$ cat src/rtl/pf_pkg.sv
package pf_pkg;
  localparam int WIN_COUNT = 2;

  typedef enum logic [1:0] {
    TRIG_MISS = 2'd0,
    TRIG_HIT  = 2'd1,
    TRIG_ANY  = 2'd2,
    TRIG_OFF  = 2'd3
  } trigMode_e;

  // strobes from control to datapath
  typedef struct packed {
    logic loadMan;
    logic issueAuto;
    logic issueMan;
  } pfStrobe_t;
endpackage

$ cat src/rtl/pf_datapath.sv
module pf_datapath
  import pf_pkg::*;
#(
  parameter int ADDR_W = 16
) (
  input  logic                             clk,
  input  logic                             rstN,
  input  pfStrobe_t                        strb,
  input  logic                             cfgStepDown,
  input  logic                             cfgLine32,
  input  logic [WIN_COUNT-1:0]             cfgWinEn,
  input  logic [WIN_COUNT-1:0][ADDR_W-1:0] winBase,
  input  logic [WIN_COUNT-1:0][ADDR_W-1:0] winSize,
  input  logic [ADDR_W-1:0]                evAddr,
  input  logic [ADDR_W-1:0]                preBase,
  input  logic [ADDR_W-1:0]                preSize,
  input  logic                             preDown,
  output logic                             autoCand,
  output logic                             manPending,
  output logic                             manLast,
  output logic [ADDR_W-1:0]                reqAddr
);
  localparam int XW = ADDR_W + 1;

  logic [XW-1:0] lineBytes, lineMaskX, trigLine, nextAddr;
  logic [XW-1:0] startL, endL, manSpan, manCntLoad, manCnt, manAddr;
  logic          manDown;
  logic [WIN_COUNT-1:0] winHit, nextIn;

  function automatic logic inWindow(input logic [XW-1:0] a,
                                    input logic [ADDR_W-1:0] b,
                                    input logic [ADDR_W-1:0] s);
    logic [XW-1:0] off;
    off = a - {1'b0, b};
    return (a >= {1'b0, b}) && (off < {1'b0, s});
  endfunction

  assign lineBytes = cfgLine32 ? XW'(32) : XW'(16);
  assign lineMaskX = ~(lineBytes - XW'(1));
  assign trigLine  = {1'b0, evAddr} & lineMaskX;
  // top bit set means the step left the address space
  assign nextAddr  = cfgStepDown ? trigLine - lineBytes : trigLine + lineBytes;

  generate
    for (genvar w = 0; w < WIN_COUNT; w++) begin : gWin
      assign winHit[w] = cfgWinEn[w] && inWindow({1'b0, evAddr}, winBase[w], winSize[w]);
      assign nextIn[w] = inWindow(nextAddr, winBase[w], winSize[w]);
    end
  endgenerate

  // lowest-numbered matching window owns the event
  always_comb begin
    logic found;
    found    = 1'b0;
    autoCand = 1'b0;
    for (int w = 0; w < WIN_COUNT; w++) begin
      if (!found && winHit[w]) begin
        found    = 1'b1;
        autoCand = nextIn[w];
      end
    end
    autoCand = autoCand && !nextAddr[ADDR_W];
  end

  assign startL     = {1'b0, preBase} & lineMaskX;
  assign endL       = ({1'b0, preBase} + {1'b0, preSize} - XW'(1)) & lineMaskX;
  assign manSpan    = endL - startL;
  assign manCntLoad = (preSize == '0) ? '0
                    : ((cfgLine32 ? (manSpan >> 5) : (manSpan >> 4)) + XW'(1));

  assign manPending = (manCnt != '0);
  assign manLast    = (manCnt == XW'(1));

  always_ff @(posedge clk) begin
    if (!rstN) begin
      manCnt  <= '0;
      manAddr <= '0;
      manDown <= 1'b0;
      reqAddr <= '0;
    end else begin
      if (strb.loadMan) begin
        manCnt  <= manCntLoad;
        manAddr <= preDown ? endL : startL;
        manDown <= preDown;
      end else if (strb.issueMan) begin
        manCnt  <= manCnt - XW'(1);
        manAddr <= manDown ? manAddr - lineBytes : manAddr + lineBytes;
      end
      if (strb.issueMan)
        reqAddr <= manAddr[ADDR_W-1:0];
      else if (strb.issueAuto)
        reqAddr <= nextAddr[ADDR_W-1:0];
    end
  end
endmodule

$ cat src/rtl/pf_control.sv
module pf_control
  import pf_pkg::*;
(
  input  logic       clk,
  input  logic       rstN,
  input  logic       evValid,
  input  logic       evHit,
  input  logic [1:0] cfgTrigMode,
  input  logic       autoCand,
  input  logic       manPending,
  input  logic       manLast,
  input  logic       reqAck,
  input  logic       ctlEnable,
  input  logic       ctlDisable,
  input  logic       ctlSuspend,
  input  logic       ctlResume,
  input  logic       ctlRestore,
  input  logic       preStart,
  input  logic       preEnd,
  output pfStrobe_t  strb,
  output logic       reqValid,
  output logic       autoActive,
  output logic       wasAuto,
  output logic       preDone
);
  logic trigOk, manWant, autoWant, manRun;

  always_comb begin
    case (trigMode_e'(cfgTrigMode))
      TRIG_MISS: trigOk = !evHit;
      TRIG_HIT:  trigOk = evHit;
      TRIG_ANY:  trigOk = 1'b1;
      default:   trigOk = 1'b0;
    endcase
    manWant  = manRun && manPending && !reqValid && !preStart && !preEnd;
    autoWant = autoActive && evValid && trigOk && autoCand && !reqValid
               && !preStart && !manWant;
    strb.loadMan   = preStart;
    strb.issueMan  = manWant;
    strb.issueAuto = autoWant;
  end

  always_ff @(posedge clk) begin
    if (!rstN) begin
      reqValid   <= 1'b0;
      autoActive <= 1'b0;
      wasAuto    <= 1'b0;
      preDone    <= 1'b1;
      manRun     <= 1'b0;
    end else begin
      if (manWant || autoWant) reqValid <= 1'b1;
      else if (reqAck)         reqValid <= 1'b0;

      if (preStart || ctlSuspend) begin
        wasAuto    <= autoActive;
        autoActive <= 1'b0;
      end else if ((ctlResume || preEnd) && ctlRestore) begin
        autoActive <= 1'b1;
      end else if (ctlEnable) begin
        autoActive <= 1'b1;
      end else if (ctlDisable) begin
        autoActive <= 1'b0;
      end

      if (preStart) begin
        manRun  <= 1'b1;
        preDone <= 1'b0;
      end else if (preEnd) begin
        manRun  <= 1'b0;
        preDone <= 1'b1;
      end else if (manRun && (!manPending || (manWant && manLast))) begin
        manRun  <= 1'b0;
        preDone <= 1'b1;
      end
    end
  end
endmodule

$ cat src/rtl/linePrefetchCtl.sv
module linePrefetchCtl
  import pf_pkg::*;
#(
  parameter int ADDR_W = 16
) (
  input  logic              clk,
  input  logic              rstN,
  input  logic              cfgStepDown,
  input  logic              cfgLine32,
  input  logic [1:0]        cfgTrigMode,
  input  logic [1:0]        cfgWinEn,
  input  logic [ADDR_W-1:0] cfgWinBase0,
  input  logic [ADDR_W-1:0] cfgWinSize0,
  input  logic [ADDR_W-1:0] cfgWinBase1,
  input  logic [ADDR_W-1:0] cfgWinSize1,
  input  logic              evValid,
  input  logic              evHit,
  input  logic [ADDR_W-1:0] evAddr,
  input  logic              ctlEnable,
  input  logic              ctlDisable,
  input  logic              ctlSuspend,
  input  logic              ctlResume,
  input  logic              ctlRestore,
  input  logic              preStart,
  input  logic              preEnd,
  input  logic [ADDR_W-1:0] preBase,
  input  logic [ADDR_W-1:0] preSize,
  input  logic              preDown,
  input  logic              reqAck,
  output logic              reqValid,
  output logic [ADDR_W-1:0] reqAddr,
  output logic              autoActive,
  output logic              wasAuto,
  output logic              preDone
);
  pfStrobe_t strb;
  logic autoCand, manPending, manLast;
  logic [WIN_COUNT-1:0][ADDR_W-1:0] winBase, winSize;

  assign winBase = {cfgWinBase1, cfgWinBase0};
  assign winSize = {cfgWinSize1, cfgWinSize0};

  pf_datapath #(.ADDR_W(ADDR_W)) uDp (
    .clk(clk), .rstN(rstN), .strb(strb),
    .cfgStepDown(cfgStepDown), .cfgLine32(cfgLine32), .cfgWinEn(cfgWinEn),
    .winBase(winBase), .winSize(winSize), .evAddr(evAddr),
    .preBase(preBase), .preSize(preSize), .preDown(preDown),
    .autoCand(autoCand), .manPending(manPending), .manLast(manLast),
    .reqAddr(reqAddr)
  );

  pf_control uCtl (
    .clk(clk), .rstN(rstN), .evValid(evValid), .evHit(evHit),
    .cfgTrigMode(cfgTrigMode), .autoCand(autoCand), .manPending(manPending),
    .manLast(manLast), .reqAck(reqAck), .ctlEnable(ctlEnable),
    .ctlDisable(ctlDisable), .ctlSuspend(ctlSuspend), .ctlResume(ctlResume),
    .ctlRestore(ctlRestore), .preStart(preStart), .preEnd(preEnd),
    .strb(strb), .reqValid(reqValid), .autoActive(autoActive),
    .wasAuto(wasAuto), .preDone(preDone)
  );
endmodule

$ cat config.mk
export PLATFORM = sky130hd
export DESIGN_NAME = linePrefetchCtl
export DESIGN_NICKNAME = d
export VERILOG_FILES = /design/src/rtl/pf_pkg.sv /design/src/rtl/pf_datapath.sv /design/src/rtl/pf_control.sv /design/src/rtl/linePrefetchCtl.sv
export SDC_FILE = /design/constraint.sdc
export NUM_CORES = 1
export LEC_CHECK = 0
export BUFFER_PORTS_ARGS = -buffer_cell sky130_fd_sc_hd__buf_2
export CORE_MARGIN = 2
export CORE_UTILIZATION = 30
export DETAILED_ROUTE_END_ITERATION = 12
export HOLD_SLACK_MARGIN = 0.15
export PLACE_DENSITY = 0.55
export SLEW_MARGIN = 15
export SYNTH_ARGS = -nofsm -noshare
export SYNTH_HDL_FRONTEND = slang
export SYNTH_HIERARCHICAL = 1
export SYNTH_SLANG_ARGS = --single-unit
$ cat constraint.sdc
create_clock -name clk -period 7 [get_ports clk]
set_input_delay 0.7 -clock clk [delete_from_list [all_inputs] [get_ports clk]]
set_output_delay 0.7 -clock clk [all_outputs]
set_load 0.05 [all_outputs]
# Word level (Yosys, flattened, before mapping)
# Index checks and enable logic that the tools add are counted.
[op_classes] n_addsub=14 mul=0 n_div=0 n_lt_le_gt_ge=8 n_eq_ne=3 n_shift=0 mux=27 bitwise=5 reduce_logical=42
[op_table] operator="2-to-1 mux 17 bit" count=8
[op_table] operator="< comparator 17 x 16 -> 1 bit" count=4
[op_table] operator="subtractor 17 x 1 -> 17 bit, second input constant" count=3
[op_table] operator="subtractor 17 bit" count=3
[op_table] operator="adder 17 bit" count=2
[op_table] operator="bitwise AND 16 x 17 -> 17 bit" count=2
[op_table] operator=">= comparator 17 x 16 -> 1 bit" count=2
[op_table] operator="subtractor 16 x 16 -> 17 bit" count=2
[op_table] operator="subtractor 17 x 16 -> 17 bit" count=2
[op_table] operator=">= comparator 16 bit" count=2
[op_table] operator="2-to-1 mux 16 bit" count=2
[op_table] operator="logical AND 1 bit" count=21
[op_table] operator="adder 16 x 16 -> 17 bit" count=1
[op_table] operator="adder 17 x 1 -> 17 bit, second input constant" count=1
[op_table] operator="bitwise AND 17 bit" count=1
[op_table] operator="== test 17 x 1 -> 1 bit, second input constant" count=1
[op_table] operator="NOT 17 bit" count=1
[op_table] operator="nonzero test 17 bit" count=1
[op_table] operator="zero test 16 bit" count=1
[op_table] operator="2-to-1 mux 1 bit" count=14
[op_table] operator="2-to-1 mux 13 bit" count=1
[op_table] operator="zero test 1 bit" count=8
[op_table] operator="2-to-1 mux 6 bit" count=1
[op_table] operator="nonzero test 2 bit" count=3
[op_table] operator="8 further kinds" count=12
[word_totals] ff_bits=56 latch_bits=0 ramBits=0 rom_bits=0 wordCells=108 mem_count=0

# Depth between registers and ports, before layout
# Gate-level depths: netlist of run 1.
[logic_depth] depth_word=18 ltp_mapped=38

# Modules after synthesis
# Netlist of run 1, hierarchy kept.
[by_module_without_submodules] mod="pf_datapath" instances=1 cells_each=1246 area_each_um2=9359.0
[by_module_without_submodules] mod="pf_control" instances=1 cells_each=33 area_each_um2=269.0

# Least setup slack after synthesis of run 1
# OpenSTA, ideal clock, no wires.
[synth_path] path_type="in2reg" start="input port cfgLine32" end="register uDp.reqAddr[10]" t_arrival_ps=7275 slack_ps=-390 stages=37 path_buffers=6 cell_sequence="buf_6 > clkbuf_8 > buf_6 > nor2b_1 > ha_1 > ha_1 > o21a_1 > o21ai_0 > a21boi_0 > o21a_1 > nor2_1 > xnor2_1 > ha_1 > nand2_1 > nor2_1 > a221o_1 > o31a_1 > or2_2 > a21oi_1 > xnor2_1 > ha_1 > o21ai_0 > nor2_1 > or3_1 > a2111oi_0 > nor4b_1 > nand4_1 > a21oi_1 > and3_2 > nand3_1 > nor2_1 > buf_4 > clkbuf_1 > buf_1 > mux2i_1 > o21ai_0 > and2_1"
[synth_between] elab_chain_len=17 word_cells_on_any_way=26 cone_classes="add/sub (5); order compare (4); mux (6); bitwise (2); reduce/logical (9)"
[synth_rtl] element="start: declaration" line="linePrefetchCtl.sv:9" source="input logic cfgLine32,"
[synth_rtl] element="2-to-1 mux 6 bit (*)" line="pf_datapath.sv:38" source="assign lineBytes = cfgLine32 ? XW'(32) : XW'(16);"
[synth_rtl] element="subtractor 17 x 1 -> 17 bit" line="pf_datapath.sv:39" source="assign lineMaskX = ~(lineBytes - XW'(1));"
[synth_rtl] element="NOT 17 bit" line="pf_datapath.sv:39"
[synth_rtl] element="bitwise AND 16 x 17 -> 17 bit" line="pf_datapath.sv:40" source="assign trigLine = {1'b0, evAddr} & lineMaskX;"
[synth_rtl] element="adder 17 bit / subtractor 17 bit (equally long branches)" line="pf_datapath.sv:42" source="assign nextAddr = cfgStepDown ? trigLine - lineBytes : trigLine + lineBytes;"
[synth_rtl] element="2-to-1 mux 17 bit (*)" line="pf_datapath.sv:42"
[synth_rtl] element="subtractor 17 x 16 -> 17 bit" line="pf_datapath.sv:34" source="off = a - {1'b0, b};"
[synth_rtl] element="< comparator 17 x 16 -> 1 bit" line="pf_datapath.sv:35" source="return (a >= {1'b0, b}) && (off < {1'b0, s});"
[synth_rtl] element="logical AND 1 bit" line="pf_datapath.sv:35"
[synth_rtl] element="2-to-1 mux 1 bit (2 in series)" line="pf_datapath.sv:57" source="if (!found && winHit[w]) begin"
[synth_rtl] element="logical AND 1 bit (*)" line="pf_datapath.sv:62" source="autoCand = autoCand && !nextAddr[ADDR_W];"
[synth_rtl] element="via autoCand" line="linePrefetchCtl.sv:37" source="logic autoCand, manPending, manLast;"
[synth_rtl] element="logical AND 1 bit (*) (2 in series)" line="pf_control.sv:36" source="autoWant = autoActive && evValid && trigOk && autoCand && !reqValid"
[synth_rtl] element="logical AND 1 bit (*) (2 in series)" line="pf_control.sv:37" source="&& !preStart && !manWant;"
[synth_rtl] element="via uCtl.autoWant" line="pf_control.sv:26" source="logic trigOk, manWant, autoWant, manRun;"
[synth_rtl] element="nonzero test 2 bit (no source line) (*)"
[synth_rtl] element="end signal: assignment" line="pf_datapath.sv:90" source="reqAddr <= manAddr[ADDR_W-1:0];"
[synth_rtl] element="end signal: assignment" line="pf_datapath.sv:92" source="reqAddr <= nextAddr[ADDR_W-1:0];"
[synth_rtl] element="end: declaration" line="pf_datapath.sv:21" source="output logic [ADDR_W-1:0] reqAddr"
# Mark *: on every way through the listed nets, which the timed path passes. The rest lies on a longest branch. The select of a mux whose other input is x is not followed.
# A chain may end at the register's enable or synchronous reset.

==> run summary, run 1 <==
After detailed routing, the average wire length per cell comes to 15.2 microns. The clock transition at the registers of the reported paths is 0.07 ns. For the final routed database, the setup TNS stands at 0 ns. Category of the most critical setup path: in2reg. The share of final-layout standard cells stronger than drive strength 1 is 14.8%, and the number of buffers between clock root and the deepest sink is 2. The total routed wirelength is 27800 microns. The startpoint identified for the worst register-to-register timing path is uDp/manCnt[8]$_SDFFE_PN0N_.

For this design the static power due to leakage is 5.51 nW. The core region is 31600 sq um. The logs give 6.72 ns for the worst endpoint data arrival time and 23600 microns for the HPWL after detailed placement. In this run the worst setup path begins at cfgStepDown.

Counting stages on the worst path, the most repeated cell is sky130_fd_sc_hd__ha_1. TritonCTS built the clock tree. The overall die width was 183 microns.

The flow ran to the end, and the final reports show no timing, DRC or antenna violations. Count of cells along the worst hold path: 2. The final hold violation count was 0. Broken down by cell family, the worst path's largest delay share belongs to compound AO/OA/AOI/OAI gates. For the worst setup path, the data required time is 7.18 ns.

The via count of the first global-routing pass is 9190, and the net total in the final layout is 1743. The top cell type by area accounts for 24.2% of the synthesized area. The logs give 33500 sq um for the total die area and 1817 for the number of placed cells counting well taps.

The number of clock sinks was 49. The slowest stage of the critical path belongs to the cell sky130_fd_sc_hd__or3_1. The worst IR drop on VDD is 90.9 uV, and the first-iteration detailed-routing DRC count is 516. The overall power after layout is 0.00227 W, and the stage delay of the slowest cell on the critical path is 0.38 ns. The number of buffers added by the clock tree synthesis step is 5, and the final critical-path setup slack is 0.466 ns. The worst path needs 6.53 ns of the cycle, external delays included. The worst slew margin relative to its limit is 32.2%.

The number of cells on the worst reg-to-reg path is 11. The number of antenna violations at the first check in global routing is 0. The kind of launch point of the worst setup path is a primary input. For the final database, setup skew stands at 0.00486 ns. sky130_fd_sc_hd__ha_1 takes more of the synthesized area than any other cell. In this run the mean area of a mapped cell was 7.53 sq um. Counting both buffers and inverters, the worst setup path holds a total of 2. Measured along the y axis, the die boundary spans 183 microns.

In this run the worst path has a maximum fanout of 10. Yosys printed 6 warnings. The tools report the maximum frequency from static timing analysis as 153 MHz. The count of flip-flops with a built-in enable after synthesis works out to 0.

The flop and latch count out of synthesis came out at 49. The total overflow left after global routing is 0. The count of nets left with antenna violations once routing finished came out at 0. The cell area that synthesis handed to floorplanning was 9630 sq um. Routed via count divided by cell count: 5.17. The async set-or-reset flop fraction in the synthesized netlist was 0%; the total number of vias was 9449.

Buffers placed on the I/O ports in this run total 147. STA classifies the critical path endpoint as a flip-flop. In the synthesized netlist, the number of instances is 1279. For the pin with the worst max-slew slack, the measured transition is 1.00 ns. For this run, the register share of the synthesized area comes to 10.2%. For this run, the leading register cell type out of synthesis is sky130_fd_sc_hd__dfxtp_1.

The worst hold path belongs to the class reg2reg. At the later pin of the worst-skew pair, clock insertion delay measures 0.29 ns. The number of detailed-routing iterations run before antenna repair was 4; the all-layer global routing usage was 16.3%.

For the starting density of the core, the log shows 30.5%. Max-cap violations in this run came to 0. The congestion estimate from routability-driven global placement came to 0.846. The area added between synthesis and finish came out at 14.3%. Dividing total power by cell area gives a power density of 207 nW/um^2.

Setup violations remaining at the end of the flow were counted as 0. In this run the number of H-tree levels came out at 2. Sorting the synthesized cells by area gives the leading types as sky130_fd_sc_hd__ha_1 (24%), sky130_fd_sc_hd__dfxtp_1 (10%), sky130_fd_sc_hd__xnor2_1 (6.9%). The run gives 86 as the number of unique standard cell types used by synthesis. For the number of DRC violations after detailed routing, the log shows 0. Critical path depth: 33. The run gives 0 as the number of max-slew violations in the final report.

Final period utilization: 93.3%. Pin placement for this block handled 151 I/O pins. After the flow finishes, the layout carries non-filler instances totaling 1826.

Prior to clock tree synthesis, the placed netlist has a worst setup slack of -0.0349 ns. The tools report the largest net degree at the start of global routing as 49. The first global-routing pass estimated 44900 microns of wire. The startpoint of the worst hold path is uDp/manAddr[3]$_SDFFE_PN0N_. The library cell used as clock root buffer was sky130_fd_sc_hd__clkbuf_16. The floorplan has 65 rows. The tools report the worst-case hold slack as 0.431 ns.

The repair_antennas step left the layout with diodes totalling 0.
[worst register-to-register path, delay by kind of cell (launching register included)]
family	cells	cell delay, ns
simple gates	8	2.18
flops	1	0.37
buf+inv	1	0.37
xor+xnor	1	0.17
compound gates	1	0.09
[metal layers]
layer  track usage, %  wire length (microns)  vias up
met5                0                      0        -
met4             4.38                    573        0
met3             1.15                   1060       25
met2             30.0                  13400      207
met1             20.3                  12700     4327
li1                 -                      -     4890
[what timing repair did]
| item | CTS | global route |
|---|---|---|
| buffers inserted | 0 | 2 |
| endpoints found under the hold margin | 0 | 0 |
| endpoints found under the setup margin | 0 | 12 |
| hold buffers | 0 | 0 |
| resized for setup | 0 | 6 |
[worst paths after layout]
| path | slack (ns) | to |
|---|---|---|
| setup / recovery | 0.47 | uDp/reqAddr[9]$_SDFFE_PN0P_ |
| hold / removal | 0.43 | uDp/manAddr[3]$_SDFFE_PN0N_ |
| setup reg to reg | 3.73 | uDp/manCnt[3]$_SDFFE_PN0N_ |
| hold reg to reg | 0.43 | uDp/manAddr[3]$_SDFFE_PN0N_ |
[cells by family (layout without fill, tap and decap cells)]
logic type | after synthesis | in the layout | share of synthesized area (%)
xor+xnor | 111 | 111 | 10.3
flops | 49 | 49 | 10.2
buf+inv | 181 | 324 | 7.85
mux | 25 | 25 | 2.72
other cells | 1 | 3 | 0.0389
fa+ha+maj | 188 | 188 | 24.6
compound gates | 377 | 377 | 25.9
simple gates | 347 | 347 | 18.4
[power by group]
group	switching, W	internal, W	total [W]
combinational	0.000930	0.000725	0.00166
clock	0.000103	0.000166	0.000269
sequential	0.0000352	0.000314	0.000349
total	0.00107	0.00121	0.00227
[layout by cell type, fill, tap and decap left out, drive strengths merged, types with 34 or more instances in the layout]
master,count
xor2,34
inv,150
nor2,77
o21ai,77
a21oi,103
dfxtp,49
buf,166
a21o,39
ha,186
nand2,81
xnor2,76
[flip-flops by register name (all words and copies together), names as in the netlist]
name	flops
uDp/manCnt	17
uDp/manAddr	13
uDp/reqAddr	13
uCtl/autoActive	1
uCtl/manRun	1
uCtl/preDone	1
uCtl/reqValid	1
uCtl/wasAuto	1
uDp/manDown	1
[synth_stat cells, types with 12 or more instances]
cell / n
sky130_fd_sc_hd__and3_1: 13
sky130_fd_sc_hd__o211ai_1: 14
sky130_fd_sc_hd__nor3_1: 28
sky130_fd_sc_hd__nor2b_1: 18
sky130_fd_sc_hd__inv_1: 149
sky130_fd_sc_hd__a31oi_1: 13
sky130_fd_sc_hd__dfxtp_1: 49
sky130_fd_sc_hd__o211a_1: 12
sky130_fd_sc_hd__nand4_1: 15
sky130_fd_sc_hd__a21oi_1: 101
sky130_fd_sc_hd__mux2i_1: 19
sky130_fd_sc_hd__ha_1: 186
sky130_fd_sc_hd__o21ai_0: 74
sky130_fd_sc_hd__o21bai_1: 12
sky130_fd_sc_hd__xor2_1: 34
sky130_fd_sc_hd__and2_1: 18
sky130_fd_sc_hd__o21a_1: 25
sky130_fd_sc_hd__nor2_1: 75
sky130_fd_sc_hd__nand2_1: 81
sky130_fd_sc_hd__xnor2_1: 76
sky130_fd_sc_hd__a21o_1: 39
sky130_fd_sc_hd__nor4_1: 12
sky130_fd_sc_hd__a211oi_1: 19
sky130_fd_sc_hd__clkbuf_1: 14
sky130_fd_sc_hd__nand3_1: 25
[cell type report]
class	count	area, sq um
inverter	151	567
fill	3425	20500
clock buffer	5	125
clock inverter	2	35.0
multi-input combinational	1051	7910
tap	402	503
timing repair buffer	166	882
sequential	49	981
[stage by stage]
| stage | area, sq um | utilization (%) |
|---|---|---|
| after global placement | 10800 | 34.3 |
| after floorplan | 9640 | - |
| after global routing | 11000 | 34.9 |
| after CTS | 11000 | 34.8 |
| final | 11000 | 34.9 |
| after detailed placement | 10800 | 34.3 |
Power figures use the tool's default switching activity.
==> inputs of run 2 (changes only) <==
Settings changed: BUFFER_PORTS_ARGS -buffer_cell sky130_fd_sc_hd__buf_2 to -buffer_cell sky130_fd_sc_hd__buf_4, CORE_UTILIZATION 30 to 54, PLACE_DENSITY 0.55 to 0.86.
==> run 2 against run 1 <==
Against the previous run: largest power group unchanged; fmax down 2.7%; clock power shrank 12%; sequential share of layout area down 0.082 points; register-to-register slack better by 0.10 ns.
==> run summary, run 2 (synthesis results as in run 1) <==
The number of buffers between clock root and the deepest sink was 2 (unchanged). The flow ran to the end, and the final reports show no timing, DRC or antenna violations. The run gives 0 (unchanged) as the final hold violation count. The kind of launch point of the worst setup path is a primary input. Flip-flop count of the largest register after layout: 17 (unchanged).

The run gives 0.29 ns (about the same) as the clock latency on the worst-skew pair. The routed via count divided by cell count is 5.92 (+14%). The endpoint identified for the worst register-to-register timing path is uDp/manCnt[3]$_SDFFE_PN0N_. The slowest stage of the critical path belongs to the cell sky130_fd_sc_hd__or3_1. The antenna cell count was 0 (unchanged); the total die area was 18900 sq um (-44%). The maximum frequency from static timing analysis came out at 149 MHz (-2.7%). The library cells used most frequently in the layout, excluding fill and tap cells, are sky130_fd_sc_hd__ha_1 (186), sky130_fd_sc_hd__buf_4 (160), sky130_fd_sc_hd__inv_1 (149).

Count of cells along the worst hold path: 2 (unchanged). The worst hold path belongs to the class reg2reg. The total routed wirelength was 26100 microns (-6.0%); the overall die width was 138 microns (-25%). For the starting density of the core, the log shows 55.5% (+25 points). The actual slew at the worst max-slew pin is 0.800 ns (-0.204 ns). The total power density per cell area was 204 nW/um^2 (-1.2%). The startpoint identified for the worst register-to-register timing path is uDp/manCnt[8]$_SDFFE_PN0N_. The number of clock sinks is 49 (unchanged), and the number of max-slew violations in the final report is 0 (unchanged). The run gives 9155 (-0.38%) as the via count of the first global-routing pass. The final worst clock skew is 0.00731 ns (+0.00245 ns), and the final critical-path setup slack is 0.284 ns (-0.182 ns). Most prevalent standard cell on the critical path: sky130_fd_sc_hd__ha_1. The tools report the number of post-CTS setup repair buffers as 0 (unchanged). The core area is 17400 sq um (-45%), and the number of antenna violations at the first check in global routing is 0 (unchanged).

Register-to-register path setup slack: 3.83 ns (+0.10 ns). The category of the most critical setup path was in2reg. The run gives 21500 microns (-8.9%) as the HPWL after detailed placement.

The count of cells along the worst register-to-register path works out to 11 (unchanged). For the max-cap check violation count, the log shows 0 (unchanged). In the final layout, the registers with the most flip-flops are uDp/manCnt (17), uDp/manAddr (13), uDp/reqAddr (13). For the largest net degree at the start of global routing, the log shows 49 (unchanged). The routed length per instance is 15.9 microns (+4.4%). The stage delay of the slowest cell on the critical path works out to 0.39 ns (about the same). The port buffer count was 147 (unchanged); the number of endpoints failing setup at the final stage was 0 (unchanged).

The share of final-layout standard cells stronger than drive strength 1 is 14.7% (-0.099 points), and the first-iteration detailed-routing DRC count is 677 (+31%). The number of buffers added by the clock tree synthesis step is 5 (unchanged). The y dimension of the die was 138 microns (-25%). For the wire length of the first global-routing pass, the log shows 42600 microns (-5.1%). STA classifies the critical path endpoint as a flip-flop.

Count of cells resized by post-cts repair: 0 (unchanged). Data required time at the worst endpoint: 7.19 ns (about the same). The overall overflow remaining after global route is 0 (unchanged). Number of placed cells counting well taps: 1637 (-9.9%). The most common library cell in the layout ignoring fill and taps was sky130_fd_sc_hd__ha_1. The worst slack at placement was -0.213 ns (-0.178 ns); the worst slew margin relative to its limit was 46.4% (+14 points).

Relative to the synthesized area, the layout overhead comes to 15.4%. The number of DRC violations after detailed routing was 0 (unchanged); the net total in the final layout was 1738 (-0.29%). The number of detailed-routing iterations run before antenna repair is 5 (+1).

The final-layout fill cell count was 1487 (-57%); the clock transition at the registers of the reported paths was 0.07 ns (about the same). The tools report the floorplan row count as 48 (-26%). Reported leakage power: 5.59 nW (+1.5%).

TritonCTS built the clock tree. The final period utilization is 95.9% (+2.6 points), and the top-level port count is 151 (unchanged). The number of levels the H-tree was split into came out at 2 (unchanged).

The worst hold path begins at uCtl/wasAuto$_SDFFE_PN0P_. The final critical path time including I/O delays and setup works out to 6.72 ns (+0.182 ns). The tree is rooted in a sky130_fd_sc_hd__clkbuf_16. For hold timing, the worst endpoint is uCtl/wasAuto$_SDFFE_PN0P_. The run gives 0.954 (+13%) as the final weighted congestion in routability-driven placement. The register ranked first by flip-flop count is uDp/manCnt.

The logs give 1645 (-9.9%) for the number of standard cells in the final layout excluding fillers and 9741 (+3.1%) for the total number of vias. The final standard cell utilization of the core came out at 64.0% (+29 points). The all-layer global routing usage is 27.3% (+11 points), and the number of buffers inserted for hold repair after clock tree synthesis is 0 (unchanged).

Worst endpoint data arrival time: 6.90 ns (+0.18 ns). The worst IR drop on VDD was 111 uV (+22%); the maximum fanout count along the critical path was 8 (-2). The count of antenna-violating nets left after detailed routing came out at 0 (unchanged).
-- run 2: per-layer routing --
metal | GRT usage (%) | share of wire (%) | up-vias
li1 | - | - | 4889
met1 | 37.5 | 46 | 4460
met2 | 45.8 | 46 | 346
met3 | 2.10 | 5.9 | 46
met4 | 7.39 | 2.5 | 0
met5 | 0 | 0 | -
-- run 2: worst max-delay path: cells and delay by family --
family | cells | cell delay [ns]
compound gates | 11 | 2.11
simple gates | 13 | 2.21
xor+xnor | 2 | 0.29
fa+ha+maj | 4 | 1.06
buf+inv | 2 | 0.31
mux | 1 | 0.21
-- run 2: report_power, final --
group	switching [W]	total [W]	internal, W	leakage, nW
logic	0.000928	0.00168	0.000751	5.12
clock network	0.000104	0.000238	0.000133	0.0712
registers	0.0000361	0.000350	0.000314	0.402
-- run 2: cell type report --
type	count	area [sq um]	area share (%)
multi-input cells	1051	7930	71.3
clock inverters	2	13.8	0.124
flip-flops and latches	49	981	8.83
well taps	225	282	2.53
clock buffers	6	129	1.16
repair buffers	161	1210	10.9
inverters	151	567	5.10
-- run 2: worst max-delay path by stage --
stage	start	to	slack, ns	cells after the start
floorplan	cfgLine32	uDp/reqAddr[10]$_SDFFE_PN0P_	0.06	37
global placement	cfgStepDown	uDp/reqAddr[8]$_SDFFE_PN0P_	0.001	33
detailed placement	cfgStepDown	uDp/reqAddr[4]$_SDFFE_PN0P_	-0.21	33
CTS	cfgStepDown	uDp/reqAddr[8]$_SDFFE_PN0P_	0.05	33
global route	cfgStepDown	uDp/reqAddr[4]$_SDFFE_PN0P_	-0.10	33
finish	cfgStepDown	uDp/reqAddr[4]$_SDFFE_PN0P_	0.28	33
-- run 2: stage by stage --
step / total power (W) / setup TNS (ns) / hold slack (ns) / area (sq um)
floorplan: 0.00162 / 0 / 0.409 / 9640
detailed placement: 0.00198 / -1.50 / 0.461 / 10900
finish: 0.00227 / 0 / 0.477 / 11100
global placement: 0.00194 / 0 / 0.433 / 10900
CTS: 0.00223 / 0 / 0.473 / 11100
global route: 0.00248 / -0.482 / 0.498 / 11100
